File: src/rtl/mmio_irq_pkg.sv
package mmio_irq_pkg;

    localparam int unsigned ADDR_W = 12;
    localparam int unsigned DATA_W = 64;
    localparam int unsigned REG_W  = 32;

    typedef logic [ADDR_W-1:0] addr_t;
    typedef logic [DATA_W-1:0] data_t;
    typedef logic [REG_W-1:0]  reg_t;

    typedef enum logic [1:0] {
        SZ_1B = 2'd0,
        SZ_2B = 2'd1,
        SZ_4B = 2'd2,
        SZ_8B = 2'd3
    } size_e;

    localparam addr_t OFF_ID      = addr_t'('h00);
    localparam addr_t OFF_SCRATCH = addr_t'('h04);
    localparam addr_t OFF_STATUS  = addr_t'('h24);
    localparam addr_t OFF_SET     = addr_t'('h60);
    localparam addr_t OFF_CLR     = addr_t'('h64);
    localparam addr_t OFF_WIDE    = addr_t'('h80);

    localparam int unsigned N_HOOK = 6;
    localparam addr_t HOOK_OFFS [N_HOOK] = '{
        addr_t'('h08), addr_t'('h20), addr_t'('h80),
        addr_t'('h88), addr_t'('h90), addr_t'('h98)
    };

    localparam data_t ID_WORD   = data_t'('h0100_00ed);
    localparam data_t ALL_ONES  = '1;

    typedef enum logic [2:0] {
        SEL_NONE,
        SEL_ID,
        SEL_SCRATCH,
        SEL_STATUS,
        SEL_SET,
        SEL_CLR,
        SEL_HOOK
    } sel_e;

    typedef struct packed {
        logic  legal;
        logic  wr;
        logic  rd;
        sel_e  sel;
    } dec_t;

    function automatic logic size_legal(addr_t a, logic [1:0] sz);
        if (a < OFF_WIDE) return sz == SZ_4B;
        return (sz == SZ_4B) || (sz == SZ_8B);
    endfunction

endpackage

File: src/rtl/mmio_access_filter.sv
module mmio_access_filter
    import mmio_irq_pkg::*;
(
    input  logic       req_valid_i,
    input  logic       req_write_i,
    input  addr_t      req_addr_i,
    input  logic [1:0] req_size_i,
    output dec_t       dec_o
);
    logic [N_HOOK-1:0] hook_hit;

    for (genvar g = 0; g < N_HOOK; g++) begin : g_hook
        assign hook_hit[g] = (req_addr_i == HOOK_OFFS[g]);
    end

    always_comb begin
        dec_o.legal = req_valid_i && size_legal(req_addr_i, req_size_i);
        dec_o.wr    = dec_o.legal && req_write_i;
        dec_o.rd    = dec_o.legal && !req_write_i;
        if (|hook_hit) begin
            dec_o.sel = SEL_HOOK;
        end else begin
            case (req_addr_i)
                OFF_ID:      dec_o.sel = SEL_ID;
                OFF_SCRATCH: dec_o.sel = SEL_SCRATCH;
                OFF_STATUS:  dec_o.sel = SEL_STATUS;
                OFF_SET:     dec_o.sel = SEL_SET;
                OFF_CLR:     dec_o.sel = SEL_CLR;
                default:     dec_o.sel = SEL_NONE;
            endcase
        end
    end
endmodule

File: src/rtl/mmio_scratch_reg.sv
module mmio_scratch_reg
    import mmio_irq_pkg::*;
(
    input  logic  clk,
    input  logic  rst,
    input  logic  wr_en_i,
    input  reg_t  wdata_i,
    output reg_t  value_o
);
    always_ff @(posedge clk) begin
        if (rst)          value_o <= '0;
        else if (wr_en_i) value_o <= ~wdata_i;
    end
endmodule

File: src/rtl/mmio_irq_status.sv
module mmio_irq_status
    import mmio_irq_pkg::*;
(
    input  logic  clk,
    input  logic  rst,
    input  logic  set_en_i,
    input  logic  clr_en_i,
    input  reg_t  mask_i,
    output reg_t  status_o,
    output logic  irq_o
);
    reg_t next_status;

    always_comb begin
        next_status = status_o;
        if (set_en_i) next_status = next_status | mask_i;
        if (clr_en_i) next_status = next_status & ~mask_i;
    end

    always_ff @(posedge clk) begin
        if (rst) begin
            status_o <= '0;
            irq_o    <= 1'b0;
        end else begin
            status_o <= next_status;
            irq_o    <= |next_status;
        end
    end
endmodule

File: src/rtl/mmio_read_mux.sv
module mmio_read_mux
    import mmio_irq_pkg::*;
(
    input  logic  clk,
    input  logic  rst,
    input  logic  rd_req_i,
    input  dec_t  dec_i,
    input  reg_t  scratch_i,
    input  reg_t  status_i,
    input  data_t hook_rdata_i,
    output logic  rsp_valid_o,
    output data_t rsp_rdata_o
);
    data_t rd_value;

    always_comb begin
        rd_value = ALL_ONES;
        if (dec_i.rd) begin
            case (dec_i.sel)
                SEL_ID:      rd_value = ID_WORD;
                SEL_SCRATCH: rd_value = data_t'(scratch_i);
                SEL_STATUS:  rd_value = data_t'(status_i);
                SEL_HOOK:    rd_value = hook_rdata_i;
                default:     rd_value = ALL_ONES;
            endcase
        end
    end

    always_ff @(posedge clk) begin
        if (rst) begin
            rsp_valid_o <= 1'b0;
            rsp_rdata_o <= '0;
        end else begin
            rsp_valid_o <= rd_req_i;
            if (rd_req_i) rsp_rdata_o <= rd_value;
        end
    end
endmodule

File: src/rtl/mmio_irq_regs.sv
module mmio_irq_regs
    import mmio_irq_pkg::*;
(
    input  logic        clk,
    input  logic        rst,
    input  logic        req_valid_i,
    input  logic        req_write_i,
    input  logic [11:0] req_addr_i,
    input  logic [1:0]  req_size_i,
    input  logic [63:0] req_wdata_i,
    output logic        rsp_valid_o,
    output logic [63:0] rsp_rdata_o,
    output logic        irq_o,
    output logic        hook_we_o,
    output logic        hook_re_o,
    output logic [11:0] hook_addr_o,
    output logic [63:0] hook_wdata_o,
    input  logic [63:0] hook_rdata_i
);
    dec_t dec;
    reg_t scratch_q;
    reg_t status_q;
    reg_t wlow;

    assign wlow = req_wdata_i[REG_W-1:0];

    mmio_access_filter filt_i (
        .req_valid_i (req_valid_i),
        .req_write_i (req_write_i),
        .req_addr_i  (req_addr_i),
        .req_size_i  (req_size_i),
        .dec_o       (dec)
    );

    mmio_scratch_reg scr_i (
        .clk     (clk),
        .rst     (rst),
        .wr_en_i (dec.wr && dec.sel == SEL_SCRATCH),
        .wdata_i (wlow),
        .value_o (scratch_q)
    );

    mmio_irq_status irq_i (
        .clk      (clk),
        .rst      (rst),
        .set_en_i (dec.wr && dec.sel == SEL_SET),
        .clr_en_i (dec.wr && dec.sel == SEL_CLR),
        .mask_i   (wlow),
        .status_o (status_q),
        .irq_o    (irq_o)
    );

    mmio_read_mux rmux_i (
        .clk          (clk),
        .rst          (rst),
        .rd_req_i     (req_valid_i && !req_write_i),
        .dec_i        (dec),
        .scratch_i    (scratch_q),
        .status_i     (status_q),
        .hook_rdata_i (hook_rdata_i),
        .rsp_valid_o  (rsp_valid_o),
        .rsp_rdata_o  (rsp_rdata_o)
    );

    assign hook_we_o    = dec.wr && dec.sel == SEL_HOOK;
    assign hook_re_o    = dec.rd && dec.sel == SEL_HOOK;
    assign hook_addr_o  = req_addr_i;
    assign hook_wdata_o = req_wdata_i;
endmodule

File: config.mk
export PLATFORM = sky130hd
export DESIGN_NAME = mmio_irq_regs
export DESIGN_NICKNAME = d
export VERILOG_FILES = /design/src/rtl/mmio_irq_pkg.sv /design/src/rtl/mmio_access_filter.sv /design/src/rtl/mmio_scratch_reg.sv /design/src/rtl/mmio_irq_status.sv /design/src/rtl/mmio_read_mux.sv /design/src/rtl/mmio_irq_regs.sv
export SDC_FILE = /design/constraint.sdc
export NUM_CORES = 1
export LEC_CHECK = 0
export ABC_AREA = 1
export BUFFER_PORTS_ARGS = -buffer_cell sky130_fd_sc_hd__buf_4
export CAP_MARGIN = 0
export CELL_PAD_IN_SITES_DETAIL_PLACEMENT = 1
export CELL_PAD_IN_SITES_GLOBAL_PLACEMENT = 1
export CORE_MARGIN = 1
export CORE_UTILIZATION = 30
export CTS_CLUSTER_DIAMETER = 150
export DETAILED_ROUTE_END_ITERATION = 7
export PLACE_DENSITY_LB_ADDON = 0.1
export SLEW_MARGIN = 20
export SYNTH_ARGS = -nofsm -noshare
export SYNTH_HDL_FRONTEND = slang
export SYNTH_SLANG_ARGS = --single-unit
export TNS_END_PERCENT = 100
File: constraint.sdc
create_clock -name clk -period 1.6 [get_ports clk]
set_clock_uncertainty 0.1 [all_clocks]
set_input_delay 0.24 -clock clk [delete_from_list [all_inputs] [get_ports clk]]
set_output_delay 0.24 -clock clk [all_outputs]
set_load 0.005 [all_outputs]
# Word level (Yosys, flattened, before mapping)
# Index checks and enable logic that the tools add are counted.
# classes
order_cmp,1
muxes,9
eq_ne,18
n_bitwise,3
n_reduce_logical,14
# op_table
operator,count
one-hot mux 64 bit (4 select lines),1
two-way mux 32 bit,2
two-way mux 64 bit,1
"== test 12 x 8 -> 1 bit, second input constant",4
bitwise AND 32 bit,1
NOT 32 bit,1
OR 32 bit,1
OR reduction 32 bit,1
"== test 12 x 6 -> 1 bit, second input constant",2
"== test 12 x 7 -> 1 bit, second input constant",2
one-hot mux 3 bit (5 select lines),1
"== test 12 x 3 -> 1 bit, second input constant",1
"== test 12 x 4 -> 1 bit, second input constant",1
zero test 12 bit,1
"< comparator 12 x 8 -> 1 bit, second input constant",1
"== test 3 bit, second input constant",3
logical AND 1 bit,9
"== test 3 x 2 -> 1 bit, second input constant",2
OR reduction 6 bit,1
"== test 2 bit, second input constant",2
"== test 3 x 1 -> 1 bit, second input constant",1
two-way mux 1 bit,3
two-way mux 3 bit,1
zero test 1 bit,1
logical OR 1 bit,1
# totals
output_inout_bits,144
input_bits,146
elab_cells,50
ff_bits,130

# Logic depth before layout (Yosys ltp)
# Gate-level depths: netlist of run 1.
# depth
depth_word,10
mapped_depth,17
ltp_nobuf,16

# Modules after synthesis
# Synthesis of run 1 repeated with hierarchy kept, for this count alone.
# hier_totals
hier_cells,1039
hier_area_um2,6794.0
# modules_own_cells
mod,seq_area_each_um2,cells_per_inst,n_inst,area_per_inst_um2
mmio_read_mux,1301.2,469,1,3159.3
mmio_irq_status,660.6,266,1,1586.5
mmio_scratch_reg,640.6,171,1,1218.7
mmio_irq_regs,0.0,90,1,630.6
mmio_access_filter,0.0,43,1,198.9

# Worst setup path after synthesis of run 1
# Ideal clock, no wire load.
# synth_timing
kind,input-to-reg
from,in req_addr_i[9]
to,reg rmux_i.rsp_rdata_o[13]
path_stages,13
setup_time_ns,0.116
setup_slack_ns,-0.151
path_buffers,1
arrival_time_ns,1.534
t_required_ns,1.384
cell_sequence,nor2_2 nand2_2 nor3_2 nand3_1 nand2_2 inv_2 nand3_2 nand3_4 buf_2 nor2_1 nand2_1 o211ai_1 inv_1
# synth_between
elab_chain_cells,6
word_cells_on_any_way,25
classes_between,order compare: 1; eq/ne: 14; mux: 6; reduce/logical: 4
# synth_rtl
item,line,text
"start, declared",mmio_irq_regs.sv:8,"input logic [11:0] req_addr_i,"
== test 12 x 7 -> 1 bit (tied with other cells),mmio_access_filter.sv:23,case (req_addr_i)
one-hot mux 3 bit (5 select lines) (tied with other cells),mmio_access_filter.sv:23,
two-way mux 3 bit or two-way mux 1 bit (tied branches),"mmio_access_filter.sv:20, mmio_irq_pkg.sv:53",
== test 3 bit (tied with other cells),mmio_read_mux.sv:19,case (dec_i.sel)
one-hot mux 64 bit (4 select lines) or logical AND 1 bit (tied branches),"mmio_read_mux.sv:19, mmio_access_filter.sv:19",
two-way mux 64 bit *,mmio_read_mux.sv:18,if (dec_i.rd) begin
"end signal, assigned",mmio_read_mux.sv:35,if (rd_req_i) rsp_rdata_o <= rd_value;
"end, declared",mmio_read_mux.sv:12,output data_t rsp_rdata_o
# Mark *: on every way between the ends. The rest lies on a longest branch, timed or not.
# A chain may end at the register's enable or synchronous reset.

# Final worst setup path of run 1
# layout_timing
from,in req_addr_i[1]
to,reg irq_i.irq_o
# layout_between
elab_chain_cells,10
word_cells_on_any_way,27
classes_between,order compare: 1; eq/ne: 12; mux: 6; bitwise: 1; reduce/logical: 7
# layout_rtl
item,line,text
< comparator 12 x 8 -> 1 bit,mmio_irq_pkg.sv:52,if (a < OFF_WIDE) return sz == SZ_4B;
two-way mux 1 bit,mmio_irq_pkg.sv:52,
two-way mux 1 bit,mmio_irq_pkg.sv:53,return (sz == SZ_4B) || (sz == SZ_8B);
logical AND 1 bit,mmio_access_filter.sv:17,"dec_o.legal = req_valid_i && size_legal(req_addr_i, req_size_i);"
logical AND 1 bit,mmio_access_filter.sv:18,dec_o.wr = dec_o.legal && req_write_i;
logical AND 1 bit,mmio_irq_regs.sv:46,".set_en_i (dec.wr && dec.sel == SEL_SET),"
two-way mux 32 bit,mmio_irq_status.sv:16,if (set_en_i) next_status = next_status | mask_i;
bitwise AND 32 bit,mmio_irq_status.sv:17,if (clr_en_i) next_status = next_status & ~mask_i;
two-way mux 32 bit *,mmio_irq_status.sv:17,
OR reduction 32 bit *,mmio_irq_status.sv:26,irq_o <= |next_status;
"end signal, assigned",mmio_irq_status.sv:26,
"end, declared",mmio_irq_status.sv:10,output logic irq_o
# Marked as above.

==> metrics.cfg, run 1 <==
[outcome]
status = finished with violations
violations = negative setup slack

[critical_path]
rr_startpoint = irq_i.status_o[6]$_SDFF_PP0_
r2r_slack_ns = 0
path_max_fanout = 5
crit_start = req_addr_i[1]
reg2reg_depth = 11
arrival_ns = 1.97
critical_path.endpoint_type = register
worstSetupStartpointType = input pin
cp.required_ns = 1.81
crit_type = in -> reg

[clocking]
max-clock-path-buffers = 2
cts_max_level = 4
clock-sinks = 130
clkLatencyLatePin_ns = 0.43
path_clk_slew_ns = 0.06
cts-root-buf = clkbuf_16
cts_buffers = 17
cts_tree = done

[timing]
max_slew.worst_pin.slew_ns = 0.450
rsz0062_at_grt = true
slew_viol_final = 0
setup_violations = 66
whs_ns = 0.0150
fmax_ghz = 0.566
finalHoldViolations = 0
relSlewSlack_pct = 70.0
worst_slack_ns = -0.167
period_share_pct = 110
fin_crit_ns = 1.77

[routing]
drt_wl_total_mm = 28.8
viasPerCell = 4.80
ant_nets = 0
drt_first_pass_iters = 6
wl_per_cell_microns = 18.2
drc_errors = 0
routed-via-count = 7592
drt_iter0_markers = 299

[yosys]
synth_top_family_by_area = simple AND/OR/NAND/NOR gates
syn-mean-instance-area_sq_um = 6.79
synthXorXnorAreaFrac_pct = 0
synth_cell_types = 30
synth_top_area_share_pct = 37.8
ys_seq_elements = 130
syn-num-nets = 1161
synth-adder-area-share_pct = 0
synthCells = 1015
netlist_area_sq_um = 6890
yosysWarnings = 0
synthSimpleGateAreaFrac_pct = 25.4
seq_area_frac_synth_pct = 37.8
synth_area_leaders = dfxtp_1 (38%), nand2_1 (16%), buf_4 (8.3%), o211ai_1 (6.2%), inv_1 (4.8%)
muxShareOfSynthArea_pct = 0
synth_top_area_cell = dfxtp_1
synth-compound-area-share_pct = 18.0

[final_layout]
layout-drive-gt1-share_pct = 43.5
layout_common_cells = buf_4 (272), nand2_1 (227), dfxtp_1 (130)
n_fill_cell = 2679
diodes = 0
final_cells = 1582
final_nets = 1430
multi_input_area_sq_um = 3720
syn2layout_area_growth_pct = 66.9
layout_commonest_cell = buf_4
regArea_sq_um = 2600

[pwr]
ir_drop_mv = 0.576
power-per-cell-area_nw_per_um2 = 738
total_power_mw = 8.49
power_leakage_nw = 5.36

[global_routing]
track_usage_pct = 22.0
grtUsageMet2_pct = 37.9
grt_busiest_layer = met2
antenna_found_initial = 0
grt_use_met3_pct = 3.78
grt_max_degree = 53
met1_usage_pct = 27.8
grt-ovfl-total = 0
grt_pass1_vias = 7501
grt_pass1_wl_mm = 40.5

[placed_design]
dp_hpwl_mm = 17.2
place_congestion = 0.727
placed_cells = 1482
placement.io_buffers = 225

[job]
cap_viol_max_count = 0

[worst_hold_path]
min_path_cells = 3
min-delay-start = req_wdata_i[24]
min_path_type = in -> reg

[floorplanning]
rows = 55
initial_core_util_pct = 30.5
core_sq_um = 22600
die_w_microns = 154
die_y_microns = 154
io_pins = 290
die_area_sq_um = 23600

[state kept, by name (all words and copies together) (netlist names)]
register and flops:
rmux_i.rsp_valid_o 1, rmux_i.rsp_rdata_o 64, irq_i.status_o 32, irq_i.irq_o 1, scr_i.value_o 32
[per-stage QoR]
step / instance area (sq um) / setup WS [ns] / utilization, % / TNS (ns)
floorplan: 6980 / -0.116 / - / -6.93
global placement: 9050 / -0.599 / 40.1 / -51.22
detailed placement: 9050 / -0.590 / 40.1 / -53.73
CTS: 10400 / -0.0901 / 46.3 / -2.01
global route: 11500 / -0.328 / 50.9 / -9.27
finish: 11500 / -0.167 / 50.9 / -4.05
[routing by layer]
layer	routed length (microns)	up-vias
met2	14400	204
met4	471	0
met1	12700	3627
met3	1200	36
met5	0	-
li1	-	3725
[cell families after synthesis]
| logic type | count (synthesis) |
|---|---|
| and+or+nand+nor | 419 |
| buffers and inverters | 256 |
| DFF | 130 |
| AOI/OAI and AO/OA | 210 |
[synth_stat cells]
master,number
inv_1,88
nand2_4,1
buf_4,76
nand4_1,1
nand3_4,1
inv_2,39
buf_6,2
o21bai_1,7
o31ai_1,1
nor3_2,3
a41oi_1,7
nor2_2,4
o211ai_1,57
or2_2,4
nand2_1,288
buf_1,1
o21ai_0,29
nand3_2,2
o21ai_1,44
nor2_4,3
nand3_1,47
clkbuf_1,24
nor3_1,2
a21oi_1,65
or2_1,1
nand3b_1,3
nand2_2,3
nor2_1,56
dfxtp_1,130
buf_2,26
[layout make-up]
type,instances,share of cell area [%]
clock buffer,20,4.06
clock inverter,12,1.14
inverter,127,4.62
multi-input combinational,629,32.4
sequential,130,22.6
tap,285,3.10
timing repair buffer,379,32.1
[report_power, final]
group | switching, mW | total [mW] | internal [mW]
logic | 0.449 | 1.06 | 0.611
registers | 0.0604 | 3.41 | 3.35
clock network | 1.60 | 4.02 | 2.42
total | 2.11 | 8.49 | 6.38
[worst max-delay path: stages]
cell and delay [ns]:
buf_8 0.10, buf_6 0.10, inv_2 0.04, nand2_2 0.06, nor2_1 0.09, nand2_1 0.11, nor2_4 0.18, nand2_8 0.10
clkbuf_16 0.17, nand2_2 0.06, nand2_2 0.05, nand2_2 0.06, nand2_1 0.07, nor2_1 0.12, nand2_1 0.11, nor2_1 0.11
nand2_1 0.06, nor2_1 0.10, nor2_1 0.04
[worst paths after layout]
kind / to
max: irq_i.irq_o$_SDFF_PP0_
min: scr_i.value_o[24]$_SDFFE_PP0P_
max reg2reg: irq_i.irq_o$_SDFF_PP0_
min reg2reg: rmux_i.rsp_rdata_o[20]$_SDFFE_PP0P_
[timing repair]
item,in CTS,in global routing
hold buffers,36,0
buffers inserted,8,10
hold endpoints to repair,36,0
cloned,5,16
setup endpoints to repair,69,99
resized for setup,60,188
pin swaps,12,37
Note: power is estimated with default switching activity, not from simulation.
==> run 2, diff against run 1 <==
CORE_UTILIZATION = 33   (was 30)
clock period = 1.7 ns   (was 1.6 ns; I/O delays follow)
==> metrics.cfg, run 2 (same netlist as run 1, synthesis figures left out) <==
[final_layout]
layout_commonest_cell = buf_4
syn2layout_area_growth_pct = 62.8
diodes = 0  ; unchanged
n_fill_cell = 2466  ; -8.0%
layout_common_cells = buf_4 (277), nand2_1 (232), dfxtp_1 (130)
largest_register_ff_count = 64  ; unchanged
final_nets = 1422  ; -0.56%
largest-register = rmux_i.rsp_rdata_o
reg_top3 = rmux_i.rsp_rdata_o (64), irq_i.status_o (32), scr_i.value_o (32)
layout-drive-gt1-share_pct = 43.0  ; -0.51 points

[routing]
drt_iter0_markers = 270  ; -9.7%
drc_errors = 0  ; unchanged
wl_per_cell_microns = 18.5  ; +1.5%
viasPerCell = 4.92  ; +2.6%
ant_nets = 0  ; unchanged
drt_first_pass_iters = 4  ; -2
drt_wl_total_mm = 28.8  ; about the same
routed-via-count = 7677  ; +1.1%

[critical_path]
crit_type = in -> reg
reg2reg_to = irq_i.irq_o$_SDFF_PP0_
path_max_fanout = 5  ; unchanged
arrival_ns = 2.00  ; +0.03 ns
rr_startpoint = irq_i.status_o[24]$_SDFF_PP0_
r2r_slack_ns = 0.07  ; +0.07 ns
reg2reg_depth = 11  ; unchanged
worstSetupStartpointType = input pin
critical_path.endpoint_type = register
cp.required_ns = 1.89  ; +0.08 ns

[timing]
rsz0062_at_grt = true
worst_slack_ns = -0.108  ; +0.0597 ns
relSlewSlack_pct = 71.3  ; +1.4 points
tns_ns = -2.02  ; +2.03 ns
period_share_pct = 106
max_slew.worst_pin.slew_ns = 0.430  ; -0.0202 ns
finalHoldViolations = 0  ; unchanged
slew_viol_final = 0  ; unchanged
fin_crit_ns = 1.81
setup_violations = 51  ; -23%
fmax_ghz = 0.553

[global_routing]
antenna_found_initial = 0  ; unchanged
grt_pass1_vias = 7421  ; -1.1%
grt_pass1_wl_mm = 38.9  ; -3.9%
grt-ovfl-total = 0  ; unchanged
grt_max_degree = 62  ; +17%
track_usage_pct = 23.0  ; +1.0 points

[job]
cap_viol_max_count = 0  ; unchanged

[clocking]
cts-root-buf = clkbuf_16
cts_buffers = 17  ; unchanged
cts_tree = done
path_clk_slew_ns = 0.06  ; about the same
cts_max_level = 4  ; unchanged
clock-sinks = 130  ; unchanged
max-clock-path-buffers = 2  ; unchanged
clkLatencyLatePin_ns = 0.43  ; about the same

[worst_hold_path]
min-delay-start = hook_rdata_i[0]
min_path_cells = 3  ; unchanged
hold_end = rmux_i.rsp_rdata_o[0]$_SDFFE_PP0P_
min_path_type = in -> reg

[pwr]
ir_drop_mv = 0.782  ; +36%
power_leakage_nw = 5.25  ; -2.1%
power-per-cell-area_nw_per_um2 = 734  ; -0.54%

[floorplanning]
io_pins = 290  ; unchanged
die_area_sq_um = 21500  ; -9.0%
initial_core_util_pct = 33.8  ; +3.3 points
rows = 52  ; -5.5%
die_w_microns = 146  ; -4.6%
core_sq_um = 20400  ; -9.8%
die_y_microns = 146  ; -4.6%

[placed_design]
placement.io_buffers = 225  ; unchanged
place_congestion = 0.801  ; +10%
dpl_worst_slack_ns = -0.523  ; +0.0670 ns
dp_hpwl_mm = 16.7  ; -2.6%

[outcome]
violations = negative setup slack
status = finished with violations

[run 2: changes by cell type in the layout (fill, tap and decap cells not counted), moves of 3 or more]
cell           previous run  this run
nand2_1                 227       232
nor2_1                   27        21
nand3_2                   3         6
nand2_4                  23        17
nor2_4                   25        21
o21ai_0                  19        26
buf_8                     4        10
buf_4                   272       277
dlygate4sd3_1            36        32
o21ai_4                   4         0
nor2_2                   11        21
buf_12                   24        18
buf_6                    25        16
o21ai_2                  14        11
[run 2: layout make-up]
| class | count | area (sq um) | share of cell area, % |
|---|---|---|---|
| inverters | 127 | 495 | 4.42 |
| multi-input cells | 630 | 3610 | 32.2 |
| repair buffers | 370 | 3530 | 31.4 |
| clock buffers | 20 | 467 | 4.16 |
| flip-flops and latches | 130 | 2600 | 23.2 |
| well taps | 270 | 338 | 3.01 |
| clock inverters | 12 | 179 | 1.60 |
[run 2: worst max-delay path: stages]
cell and delay (ns):
buf_8 0.10, nor2_4 0.14, nand2_4 0.11, nor3_4 0.18, nand3_2 0.14, nand2_4 0.13, inv_2 0.06, nand3_4 0.13
nand3_4 0.20, buf_6 0.19, nor2_4 0.13, buf_6 0.13, a41oi_2 0.09
[run 2: what timing repair did]
action | 4_1_cts | 5_1_grt
endpoints found under the hold margin | 32 | 0
cloned | 3 | 16
setup endpoints to repair | 19 | 99
buffers inserted | 8 | 12
pin swaps | 23 | 59
resized for setup | 64 | 133
hold buffers | 32 | 0
[run 2: per-layer routing]
layer	vias to the layer above	track usage (%)	part of all wire, %
met4	0	6.61	1.6
met5	-	0	0
li1	3707	-	-
met2	190	40.5	51
met1	3744	28.7	43
met3	36	3.91	3.9
[run 2: through the flow]
stage / util (%) / instances / hold slack (ns) / cell area (sq um) / total power, mW
after CTS: 50.4 / 1532 / 0.0163 / 10300 / 8.26
final: 55.1 / 1559 / 0.0333 / 11200 / 8.23
after global placement: 43.8 / 1457 / 0.350 / 8930 / 4.12
after global routing: 55.1 / 1559 / 0.0426 / 11200 / 8.51
after floorplan: - / 1015 / 0.245 / 6970 / 3.65
after detailed placement: 43.8 / 1457 / 0.353 / 8930 / 4.13
[run 2: power by group]
group,internal [mW],total [mW],switching (mW)
Sequential,3.15,3.21,0.0566
Combinational,0.553,0.973,0.419
Clock,2.58,4.05,1.48
[run 2: worst max-delay path by stage]
stage | end | slack [ns] | cells past startpoint | start
2_1_floorplan | rmux_i.rsp_rdata_o[13]$_SDFFE_PP0P_ | -0.03 | 12 | req_addr_i[7]
5_1_grt | irq_i.irq_o$_SDFF_PP0_ | -0.22 | 18 | req_size_i[0]
4_1_cts | hook_re_o | -0.08 | 9 | req_addr_i[7]
3_3_place_gp | irq_i.irq_o$_SDFF_PP0_ | -0.47 | 16 | req_addr_i[7]
3_5_place_dp | irq_i.irq_o$_SDFF_PP0_ | -0.52 | 16 | req_addr_i[7]
6_report | rmux_i.rsp_rdata_o[7]$_SDFFE_PP0P_ | -0.11 | 13 | req_addr_i[8]
